$ cat config.mk
export PLATFORM = sky130hd
export DESIGN_NAME = cpxfer_seq
export DESIGN_NICKNAME = d
export VERILOG_FILES = /design/src/rtl/cpxfer_pkg.sv /design/src/rtl/cpxfer_cond.sv /design/src/rtl/cpxfer_decode.sv /design/src/rtl/cpxfer_timer.sv /design/src/rtl/cpxfer_fsm.sv /design/src/rtl/cpxfer_seq.sv
export SDC_FILE = /design/constraint.sdc
export NUM_CORES = 1
export LEC_CHECK = 0
export BUFFER_PORTS_ARGS = -buffer_cell sky130_fd_sc_hd__buf_4
export CORE_ASPECT_RATIO = 0.5
export CORE_UTILIZATION = 35
export DETAILED_ROUTE_END_ITERATION = 10
export GPL_TIMING_DRIVEN = 0
export PLACE_DENSITY = 0.67
export SLEW_MARGIN = 20
export SYNTH_ARGS = -nofsm -noshare
export SYNTH_HDL_FRONTEND = slang
export SYNTH_SLANG_ARGS = --single-unit
$ cat constraint.sdc
create_clock -name clk -period 3.1 [get_ports clk]
set_clock_uncertainty 0.2 [all_clocks]
set_input_delay 0.62 -clock clk [delete_from_list [all_inputs] [get_ports clk]]
set_output_delay 0.62 -clock clk [all_outputs]
set_load 0.01 [all_outputs]
$ cat src/rtl/cpxfer_pkg.sv
package cpxfer_pkg;

   typedef enum logic [1:0] {
      CYC_SEQ = 2'b00,
      CYC_INT = 2'b01,
      CYC_CPX = 2'b10
   } cyc_e;

   typedef enum logic [2:0] {
      ST_IDLE,
      ST_SEQ,
      ST_BUSY,
      ST_TAIL,
      ST_XFER,
      ST_END
   } state_e;

   typedef struct packed {
      logic [3:0] cond;
      logic [2:0] opc;
      logic       dir;
      logic [3:0] crn;
      logic [3:0] rd;
      logic [3:0] cpn;
      logic [2:0] typ;
      logic [3:0] crm;
   } fields_t;

endpackage

$ cat src/rtl/cpxfer_cond.sv
module cpxfer_cond #(
   parameter bit NV_PASSES = 1'b0
) (
   input  logic [3:0] cond,
   input  logic [3:0] flags,
   output logic       pass
);
   logic fn, fz, fc, fv, nv_val;

   assign fn = flags[3];
   assign fz = flags[2];
   assign fc = flags[1];
   assign fv = flags[0];

   generate
      if (NV_PASSES) begin : g_nv_always
         assign nv_val = 1'b1;
      end else begin : g_nv_never
         assign nv_val = 1'b0;
      end
   endgenerate

   always_comb begin
      case (cond)
         4'h0: pass = fz;
         4'h1: pass = !fz;
         4'h2: pass = fc;
         4'h3: pass = !fc;
         4'h4: pass = fn;
         4'h5: pass = !fn;
         4'h6: pass = fv;
         4'h7: pass = !fv;
         4'h8: pass = fc && !fz;
         4'h9: pass = !fc || fz;
         4'hA: pass = (fn == fv);
         4'hB: pass = (fn != fv);
         4'hC: pass = !fz && (fn == fv);
         4'hD: pass = fz || (fn != fv);
         4'hE: pass = 1'b1;
         default: pass = nv_val;
      endcase
   end
endmodule

$ cat src/rtl/cpxfer_decode.sv
module cpxfer_decode
   import cpxfer_pkg::*;
(
   input  logic [31:0] instr,
   output fields_t     fields,
   output logic        well_formed
);
   localparam logic [3:0] CLASS_CODE = 4'b1110;

   always_comb begin
      fields.cond = instr[31:28];
      fields.opc  = instr[23:21];
      fields.dir  = instr[20];
      fields.crn  = instr[19:16];
      fields.rd   = instr[15:12];
      fields.cpn  = instr[11:8];
      fields.typ  = instr[7:5];
      fields.crm  = instr[3:0];
      well_formed = (instr[27:24] == CLASS_CODE) && instr[4];
   end
endmodule

$ cat src/rtl/cpxfer_timer.sv
module cpxfer_timer #(
   parameter int TIMEOUT = 16
) (
   input  logic clk,
   input  logic rst,
   input  logic clr,
   input  logic en,
   output logic last
);
   localparam int CW = (TIMEOUT > 2) ? $clog2(TIMEOUT) : 1;
   localparam logic [CW-1:0] LIMIT = CW'(TIMEOUT - 1);

   logic [CW-1:0] cnt;

   initial begin
      if (TIMEOUT < 2) $fatal(1, "cpxfer_timer: TIMEOUT must be at least 2");
   end

   always_ff @(posedge clk) begin
      if (rst || clr) cnt <= '0;
      else if (en && cnt != LIMIT) cnt <= cnt + 1'b1;
   end

   assign last = (cnt == LIMIT);
endmodule

$ cat src/rtl/cpxfer_fsm.sv
module cpxfer_fsm
   import cpxfer_pkg::*;
#(
   parameter int DW        = 32,
   parameter int PC_OFFSET = 12
) (
   input  logic          clk,
   input  logic          rst,
   input  logic          start,
   input  fields_t       fields,
   input  logic          well_formed,
   input  logic          cond_pass,
   input  logic [DW-1:0] pc_in,
   input  logic          tmr_last,
   output logic          tmr_clr,
   output logic          tmr_en,
   output logic [3:0]    rf_rd_addr,
   input  logic [DW-1:0] rf_rd_data,
   output logic          rf_we,
   output logic [3:0]    rf_wr_addr,
   output logic [DW-1:0] rf_wr_data,
   output logic          flag_we,
   output logic [3:0]    flag_out,
   output logic          cp_req,
   output logic          cp_dir,
   output logic [3:0]    cp_num,
   output logic [2:0]    cp_opc,
   output logic [3:0]    cp_crn,
   output logic [3:0]    cp_crm,
   output logic [2:0]    cp_type,
   output logic [DW-1:0] cp_wdata,
   input  logic          cp_ack,
   input  logic          cp_busy,
   input  logic [DW-1:0] cp_rdata,
   output logic          cyc_valid,
   output logic [1:0]    cyc_type,
   output logic          done,
   output logic          undef
);
   localparam logic [3:0]    PC_REG  = 4'd15;
   localparam logic [DW-1:0] PC_ADD  = DW'(PC_OFFSET);

   state_e        state, state_n;
   fields_t       f_q;
   logic [DW-1:0] pc_q;
   logic          end_undef;
   logic          is_pc;
   logic          active;

   initial begin
      if (DW < 8) $fatal(1, "cpxfer_fsm: DW must be at least 8");
   end

   assign is_pc  = (f_q.rd == PC_REG);
   assign active = (state == ST_SEQ) || (state == ST_BUSY) ||
                   (state == ST_TAIL) || (state == ST_XFER);

   always_comb begin
      state_n = state;
      case (state)
         ST_IDLE: begin
            if (start) state_n = (well_formed && cond_pass) ? ST_SEQ : ST_END;
         end
         ST_SEQ: begin
            if (cp_ack) begin
               if (cp_busy)       state_n = ST_BUSY;
               else if (f_q.dir)  state_n = ST_TAIL;
               else               state_n = ST_XFER;
            end else if (tmr_last) begin
               state_n = ST_END;
            end
         end
         ST_BUSY: begin
            if (!cp_busy) state_n = f_q.dir ? ST_TAIL : ST_XFER;
         end
         ST_TAIL: state_n = ST_XFER;
         ST_XFER: state_n = ST_IDLE;
         ST_END:  state_n = ST_IDLE;
         default: state_n = ST_IDLE;
      endcase
   end

   always_ff @(posedge clk) begin
      if (rst) begin
         state     <= ST_IDLE;
         f_q       <= '0;
         pc_q      <= '0;
         end_undef <= 1'b0;
      end else begin
         state <= state_n;
         if (state == ST_IDLE && start) begin
            f_q       <= fields;
            pc_q      <= pc_in;
            end_undef <= !well_formed;
         end else if (state == ST_SEQ && !cp_ack && tmr_last) begin
            end_undef <= 1'b1;
         end
      end
   end

   assign tmr_clr = (state != ST_SEQ);
   assign tmr_en  = (state == ST_SEQ) && !cp_ack;

   always_comb begin
      cyc_valid = active;
      case (state)
         ST_SEQ:           cyc_type = CYC_SEQ;
         ST_BUSY, ST_TAIL: cyc_type = CYC_INT;
         ST_XFER:          cyc_type = CYC_CPX;
         default:          cyc_type = CYC_SEQ;
      endcase
   end

   assign cp_req  = active;
   assign cp_dir  = f_q.dir;
   assign cp_num  = f_q.cpn;
   assign cp_opc  = f_q.opc;
   assign cp_crn  = f_q.crn;
   assign cp_crm  = f_q.crm;
   assign cp_type = f_q.typ;

   assign rf_rd_addr = f_q.rd;
   assign cp_wdata   = (!active || f_q.dir) ? '0 :
                       (is_pc ? (pc_q + PC_ADD) : rf_rd_data);

   assign rf_we      = (state == ST_XFER) && f_q.dir && !is_pc;
   assign rf_wr_addr = f_q.rd;
   assign rf_wr_data = cp_rdata;
   assign flag_we    = (state == ST_XFER) && f_q.dir && is_pc;
   assign flag_out   = cp_rdata[DW-1 -: 4];

   assign done  = (state == ST_XFER) || (state == ST_END);
   assign undef = (state == ST_END) && end_undef;

   // every request opens with a sequential cycle
   a_r8_seq_first: assert property (@(posedge clk) disable iff (rst)
      $rose(cp_req) |-> (cyc_type == CYC_SEQ));

   // the request is released right after the transfer cycle
   a_r7_release_after_xfer: assert property (@(posedge clk) disable iff (rst)
      (cp_req && cyc_type == CYC_CPX) |=> !cp_req);

   // a coprocessor-to-core transfer always follows an internal cycle
   a_r7_tail_before_xfer: assert property (@(posedge clk) disable iff (rst)
      (cp_req && cp_dir && cyc_type == CYC_CPX) |-> ($past(cyc_type) == CYC_INT));

   // register and flag writes never coincide
   a_r4_single_target: assert property (@(posedge clk) disable iff (rst)
      !(rf_we && flag_we));

   // undefined outcome carries no write and no request
   a_r9_undef_quiet: assert property (@(posedge clk) disable iff (rst)
      undef |-> (!rf_we && !flag_we && !cp_req));

   // request fields hold while the request stays up
   a_r1_fields_stable: assert property (@(posedge clk) disable iff (rst)
      (cp_req && $past(cp_req)) |-> ($stable(cp_num) && $stable(cp_opc) &&
      $stable(cp_crn) && $stable(cp_crm) && $stable(cp_type) && $stable(cp_dir)));

   // outputs are quiet in the cycle after reset
   logic rst_q;
   always_ff @(posedge clk) rst_q <= rst;
   always_ff @(posedge clk) begin
      if (rst_q && !rst) begin
         a_r11_quiet_after_reset: assert (!cp_req && !rf_we && !flag_we && !undef);
      end
   end
endmodule

$ cat src/rtl/cpxfer_seq.sv
module cpxfer_seq
   import cpxfer_pkg::*;
#(
   parameter int DW        = 32,
   parameter int PC_OFFSET = 12,
   parameter int TIMEOUT   = 16,
   parameter bit NV_PASSES = 1'b0
) (
   input  logic          clk,
   input  logic          rst,
   input  logic          start,
   input  logic [31:0]   instr,
   input  logic [3:0]    flags_in,
   input  logic [DW-1:0] pc_in,
   output logic [3:0]    rf_rd_addr,
   input  logic [DW-1:0] rf_rd_data,
   output logic          rf_we,
   output logic [3:0]    rf_wr_addr,
   output logic [DW-1:0] rf_wr_data,
   output logic          flag_we,
   output logic [3:0]    flag_out,
   output logic          cp_req,
   output logic          cp_dir,
   output logic [3:0]    cp_num,
   output logic [2:0]    cp_opc,
   output logic [3:0]    cp_crn,
   output logic [3:0]    cp_crm,
   output logic [2:0]    cp_type,
   output logic [DW-1:0] cp_wdata,
   input  logic          cp_ack,
   input  logic          cp_busy,
   input  logic [DW-1:0] cp_rdata,
   output logic          cyc_valid,
   output logic [1:0]    cyc_type,
   output logic          done,
   output logic          undef
);
   fields_t fields;
   logic    well_formed;
   logic    cond_pass;
   logic    tmr_clr, tmr_en, tmr_last;

   cpxfer_decode u_decode (
      .instr       (instr),
      .fields      (fields),
      .well_formed (well_formed)
   );

   cpxfer_cond #(.NV_PASSES(NV_PASSES)) u_cond (
      .cond  (fields.cond),
      .flags (flags_in),
      .pass  (cond_pass)
   );

   cpxfer_timer #(.TIMEOUT(TIMEOUT)) u_timer (
      .clk  (clk),
      .rst  (rst),
      .clr  (tmr_clr),
      .en   (tmr_en),
      .last (tmr_last)
   );

   cpxfer_fsm #(.DW(DW), .PC_OFFSET(PC_OFFSET)) u_fsm (
      .clk         (clk),
      .rst         (rst),
      .start       (start),
      .fields      (fields),
      .well_formed (well_formed),
      .cond_pass   (cond_pass),
      .pc_in       (pc_in),
      .tmr_last    (tmr_last),
      .tmr_clr     (tmr_clr),
      .tmr_en      (tmr_en),
      .rf_rd_addr  (rf_rd_addr),
      .rf_rd_data  (rf_rd_data),
      .rf_we       (rf_we),
      .rf_wr_addr  (rf_wr_addr),
      .rf_wr_data  (rf_wr_data),
      .flag_we     (flag_we),
      .flag_out    (flag_out),
      .cp_req      (cp_req),
      .cp_dir      (cp_dir),
      .cp_num      (cp_num),
      .cp_opc      (cp_opc),
      .cp_crn      (cp_crn),
      .cp_crm      (cp_crm),
      .cp_type     (cp_type),
      .cp_wdata    (cp_wdata),
      .cp_ack      (cp_ack),
      .cp_busy     (cp_busy),
      .cp_rdata    (cp_rdata),
      .cyc_valid   (cyc_valid),
      .cyc_type    (cyc_type),
      .done        (done),
      .undef       (undef)
   );
endmodule

# ---- Word-level counts from Yosys, hierarchy flattened
# Cells that the tools add are included.
dict set report classes {
  multipliers 0
  add_sub_neg 2
  bitwise 0
  eq_ne 29
  shifts 0
  div_mod_pow 0
  mux 14
  n_lt_le_gt_ge 0
  reduce_logical 33
}
# op n
set ops {}
lappend ops {{32-bit two-way mux} 2}
lappend ops {{4-bit equality test, second input constant} 10}
lappend ops {{32-bit by 4-bit adder with 32-bit output, second input constant} 1}
lappend ops {{3-bit two-way mux} 7}
lappend ops {{4-bit by 3-bit equality test with 1-bit output, second input constant} 4}
lappend ops {{1-bit one-hot mux with 15 select lines} 1}
lappend ops {{1-bit logical AND} 12}
lappend ops {{3-bit one-hot mux with 4 select lines} 1}
lappend ops {{4-bit by 2-bit equality test with 1-bit output, second input constant} 2}
lappend ops {{1-bit zero test} 8}
lappend ops {{1-bit logical OR} 8}
lappend ops {{3-bit by 2-bit equality test with 1-bit output, second input constant} 2}
lappend ops {{3-bit equality test, second input constant} 2}
lappend ops {{4-bit by 1-bit adder with 4-bit output, second input constant} 1}
lappend ops {{4-bit by 1-bit equality test with 1-bit output, second input constant} 1}
lappend ops {{4-bit zero test} 1}
lappend ops {{2-bit inequality test, second input constant} 2}
lappend ops {{4-bit inequality test, second input constant} 1}
lappend ops {{2-bit one-hot mux with 2 select lines} 1}
lappend ops {{3-bit by 1-bit equality test with 1-bit output, second input constant} 1}
lappend ops {{3-bit zero test} 1}
lappend ops {{3-bit by 1-bit inequality test with 1-bit output, second input constant} 1}
lappend ops {{3-bit by 2-bit inequality test with 1-bit output, second input constant} 1}
lappend ops {{3-bit AND reduction} 1}
lappend ops {{other kinds (5)} 6}
dict set report totals {
  register_bits 63
  output_inout_bits 103
  latch_bits 0
  romBits 0
  mem_count 0
  inputBits 137
  ramBits 0
}

# ---- Longest topological paths before layout
dict set report depth {
  ltp_word 7
  mapped_depth 8
}

# ---- By module
# From an unflattened synthesis, not the netlist that was laid out.
dict set report unflattened {
  hier_cells 590
  hier_area_um2 4187.8
}
# module cells_per_inst area_per_inst_um2 n_inst
set modules_own_cells {}
lappend modules_own_cells {cpxfer_fsm 511 3569.7 1}
lappend modules_own_cells {cpxfer_decode 29 212.7 1}
lappend modules_own_cells {cpxfer_timer 22 211.5 1}
lappend modules_own_cells {cpxfer_cond 28 193.9 1}

# ---- Worst setup path before layout
# Ideal clock, no wire load.
dict set report synth_timing {
  kind {reg-to-output}
  start {reg u_fsm.pc_q[2]}
  end {out cp_wdata[26]}
  n_path_buf 1
  stages_incl_launch_ff 9
  t_required_ns 2.280
  setup_slack_ns 0.575
  arrival_time_ns 1.705
  path_cell_list {dfxtp_1 -> inv_1 -> ha_1 -> and3b_1 -> buf_2 -> nand4_4 -> nor4_2 -> xnor2_1 -> a21oi_1}
}
dict set report synth_between {
  elab_chain_cells 3
}
# item line_no
set synth_rtl {}
lappend synth_rtl {{from (decl)} cpxfer_fsm.sv:45} ;# logic [DW-1:0] pc_q;
lappend synth_rtl {{from (signal assigned)} cpxfer_fsm.sv:93} ;# pc_q <= pc_in;
lappend synth_rtl {{32-bit by 4-bit adder with 32-bit output} cpxfer_fsm.sv:124} ;# (is_pc ? (pc_q + PC_ADD) : rf_rd_data);
lappend synth_rtl {{32-bit two-way mux} cpxfer_fsm.sv:124}
lappend synth_rtl {{32-bit two-way mux} cpxfer_fsm.sv:123} ;# assign cp_wdata = (!active || f_q.dir) ? '0 :
lappend synth_rtl {{to (decl)} cpxfer_seq.sv:29} ;# output logic [DW-1:0] cp_wdata,
# No other way between the ends.

# ---- Final worst setup path
dict set report layout_timing {
  start {reg u_fsm.pc_q[2]}
  end {out cp_wdata[30]}
}
# Same word-level chain as after synthesis.

==> results.cfg <==
[run_status]
outcome = complete, no violations

[cells_and_area]
multi_input_area_um2 = 2210
drive_gt1_frac = 0.393
synthToLayoutAreaGrowth_pct = 53.7
fill_cells = 1047
diodes = 0
fin_nets = 895
regArea_um2 = 1260

[synthesis]
synthCells = 537
async_flop_share = 0
ys.flop_type = dfxtp_1
synth-xor-area-share = 0.0699
synthSimpleGateAreaFrac = 0.281
ys_ff_latch = 63
synth_top_family_by_area = simple AND/OR/NAND/NOR gates
synth_compound_area_frac = 0.183
synth-edff-count = 0
syn_area_per_cell_um2 = 7.23
ys_seq_area_frac = 0.325
synth_mux_area_frac = 0.0106
ys_types = 50
yosysWarnings = 0
synth_area_um2 = 3880
synth_fp_nets = 676
synthAdderAreaFrac = 0.00644

[worst_setup_path]
crit_fanout = 6
end_kind = primary output
rr_worst_depth = 6
crit_arrival_ns = 2.19
criticalPathCategory = register to primary output
worstSetupStartpoint = u_fsm.pc_q[2]
reg2reg_to = u_fsm.pc_q[6]
regToRegSetupSlack_ns = 1.03
rr_startpoint = u_fsm.state[1]
start_kind = register
crit_required_ns = 2.28

[route]
drt-initial-drc-count = 245
wire_per_inst_um = 13.6
ant_nets = 0
wirelength_mm = 12.2
drt-pass1-iter-count = 4
viasPerCell = 4.87
drcViolationCount = 0
vias = 4386

[power_and_ir_drop]
p_per_area_nw_per_um2 = 460
clkPwrFrac = 0.334
p_int_w = 0.00187
peakVddDrop_v = 0.000314
seqPwrFrac = 0.350
pwr-share-comb = 0.316
leakage_nw = 2.71
p_sw_frac = 0.318
p_sw_w = 0.000873
power_w = 0.00275

[floorplanning]
floorplan.initialDensity = 0.370
io_pins = 240
coreArea_um2 = 10500
dieArea_um2 = 11500
die_x_um = 151
rows = 26
dieHeight_um = 76.5

[sta]
fmax_mhz = 333
slew-limit-headroom = 0.657
maxSlewViolCount = 0
fin_ws_ns = 0.0948
rsz0062_at_grt = true
setup_tns_ns = 0
hold_violations = 0
finalHoldWorstSlack_ns = 0.255
period_needed_ns = 3.01
setup_viol = 0
post-route-period-util = 0.969
tightest_slew_ns = 0.513

[clock_network]
cts.sink_count = 63
cts-root-buf = clkbuf_16
cts_tree = built
cts.clk_slew.worst_paths_ns = 0.06
clockBufferDepth = 2
numCtsBuffers = 9
h-tree-depth = 3
clock_latency_ns = 0.32

[global_route]
grt_overflow = 0
first_global_vias = 3979
antenna_found_initial = 0
grt_max_degree = 13
track_usage = 0.203
grt_pass1_wl_mm = 18.9

[job]
maxCapViolCount = 0

[placement]
place_ws_ns = 0.338
portBuffers = 205
dpl.hpwl_mm = 9.50
routabilityCongestion = 0.829

[hold_path]
whs_path_depth = 2
hold_end = u_fsm.cp_crn[0]
worstHoldStart = u_fsm.cp_crn[0]
holdCritPathClass = register to register
## how the worst max path moves through the flow
stage,to,slack [ns],cells past startpoint
after floorplan,cp_wdata[26],0.57,8
after global placement,cp_wdata[30],0.34,9
after detailed placement,cp_wdata[13],0.34,5
after CTS,cp_wdata[26],-0.02,9
after global routing,cp_wdata[30],-0.03,9
final,cp_wdata[30],0.09,9
## state kept, by name (all words and copies together), names as in the netlist
signal,count
u_fsm.cp_dir,1
u_fsm.pc_q,32
u_fsm.cp_type,3
u_fsm.state,3
u_fsm.end_undef,1
u_fsm.rf_rd_addr,4
u_fsm.cp_num,4
u_fsm.cp_crn,4
u_timer.cnt,4
u_fsm.cp_opc,3
u_fsm.cp_crm,4
## layout make-up
| class | count | area share |
|---|---|---|
| well taps | 140 | 0.0293 |
| multi-input cells | 394 | 0.369 |
| clock inverters | 6 | 0.00775 |
| inverters | 6 | 0.00377 |
| repair buffers | 208 | 0.262 |
| clock buffers | 10 | 0.0383 |
| plain buffers | 74 | 0.0780 |
| flip-flops and latches | 63 | 0.212 |
## metrics by stage
stage | utilization | std cells | cell area [um^2]
global route | 0.568 | 901 | 5970
finish | 0.568 | 901 | 5970
CTS | 0.559 | 898 | 5870
global placement | 0.533 | 882 | 5600
floorplan | - | 537 | 3880
detailed placement | 0.533 | 882 | 5600
## power groups by stage
stage	registers, W	logic, W	clock network (W)
6_report	0.000962	0.000868	0.000916
5_1_grt	0.000975	0.000959	0.000980
3_5_place_dp	0.000971	0.000875	0
4_1_cts	0.000954	0.000878	0.000940
2_1_floorplan	0.000967	0.000447	0
3_3_place_gp	0.000968	0.000867	0
## logic make-up (layout without fill, tap and decap cells)
| kind of cell | after synthesis | after routing |
|---|---|---|
| simple gates | 226 | 227 |
| flops | 63 | 63 |
| buf+inv | 81 | 304 |
| mux | 4 | 4 |
| xor+xnor | 31 | 31 |
| compound gates | 130 | 130 |
| fa+ha+maj | 2 | 2 |
## critical path, stage by stage, from the launching register on
cell	delay [ns]
dfxtp_2	0.35
inv_1	0.05
ha_1	0.20
and3b_1	0.22
buf_6	0.14
nand4_4	0.20
nor4_2	0.31
xnor2_1	0.15
a21oi_1	0.08
buf_4	0.15
## repair_timing
item                       CTS  global route
resized for setup            1            20
hold endpoints to repair     0             0
pin swaps                    0             4
gates cloned                 0             1
hold buffers                 0             0
setup endpoints to repair    6            26
buffers inserted             0             3
## cells in the mapped netlist, types with 2 or more instances
cell type,count,area (um^2)
ha_1,2,25.0
nor3b_1,2,15.0
a21boi_0,2,15.0
nor2_1,34,128
and4_1,3,26.3
clkbuf_1,22,82.6
and3b_1,2,17.5
xnor2_1,14,123
a31oi_1,3,18.8
nor3_1,6,30.0
nor4_1,2,12.5
a221oi_1,2,17.5
inv_1,6,22.5
buf_2,9,45.0
a21oi_1,80,400
and2_1,3,18.8
and3_1,5,31.3
nand2_1,125,469
nand4_4,2,42.5
buf_1,2,7.51
nor2b_1,4,25.0
mux2i_1,3,30.0
nand4_1,11,68.8
o211ai_1,2,15.0
nand3_1,11,55.1
o21ai_0,22,110
nand3_2,2,20.0
nand2b_1,2,12.5
dfxtp_1,63,1260
buf_4,41,308
nor4_2,3,37.5
xor2_1,17,149
a211oi_1,9,67.6
o21ai_1,5,25.0
## metal layers
| layer | vias up | wire length (um) | GRT usage | part of all wire |
|---|---|---|---|---|
| met5 | - | 0 | 0 | 0 |
| met4 | 0 | 92 | 0.0480 | 0.0075 |
| met3 | 10 | 956 | 0.0467 | 0.078 |
| met2 | 140 | 5850 | 0.345 | 0.48 |
| met1 | 2003 | 5330 | 0.258 | 0.44 |
| li1 | 2233 | - | - | - |
## cell usage in the layout (no fill, tap or decap), types with 3 or more instances in the layout
cell type / instances
dfxtp_1: 60
nand2_1: 125
and3_1: 5
nor2_1: 34
and4_1: 3
o21ai_0: 22
dfxtp_2: 3
a31oi_1: 3
clkbuf_1: 18
xor2_1: 17
nand4_1: 11
nor2b_1: 4
and2_1: 3
buf_2: 8
mux2i_1: 3
inv_1: 6
a211oi_1: 9
o21ai_1: 5
nand3_1: 11
a21oi_1: 80
xnor2_1: 13
clkbuf_16: 9
nor3_1: 3
buf_4: 249
clkbuf_2: 4
Power figures use the tool's default switching activity.
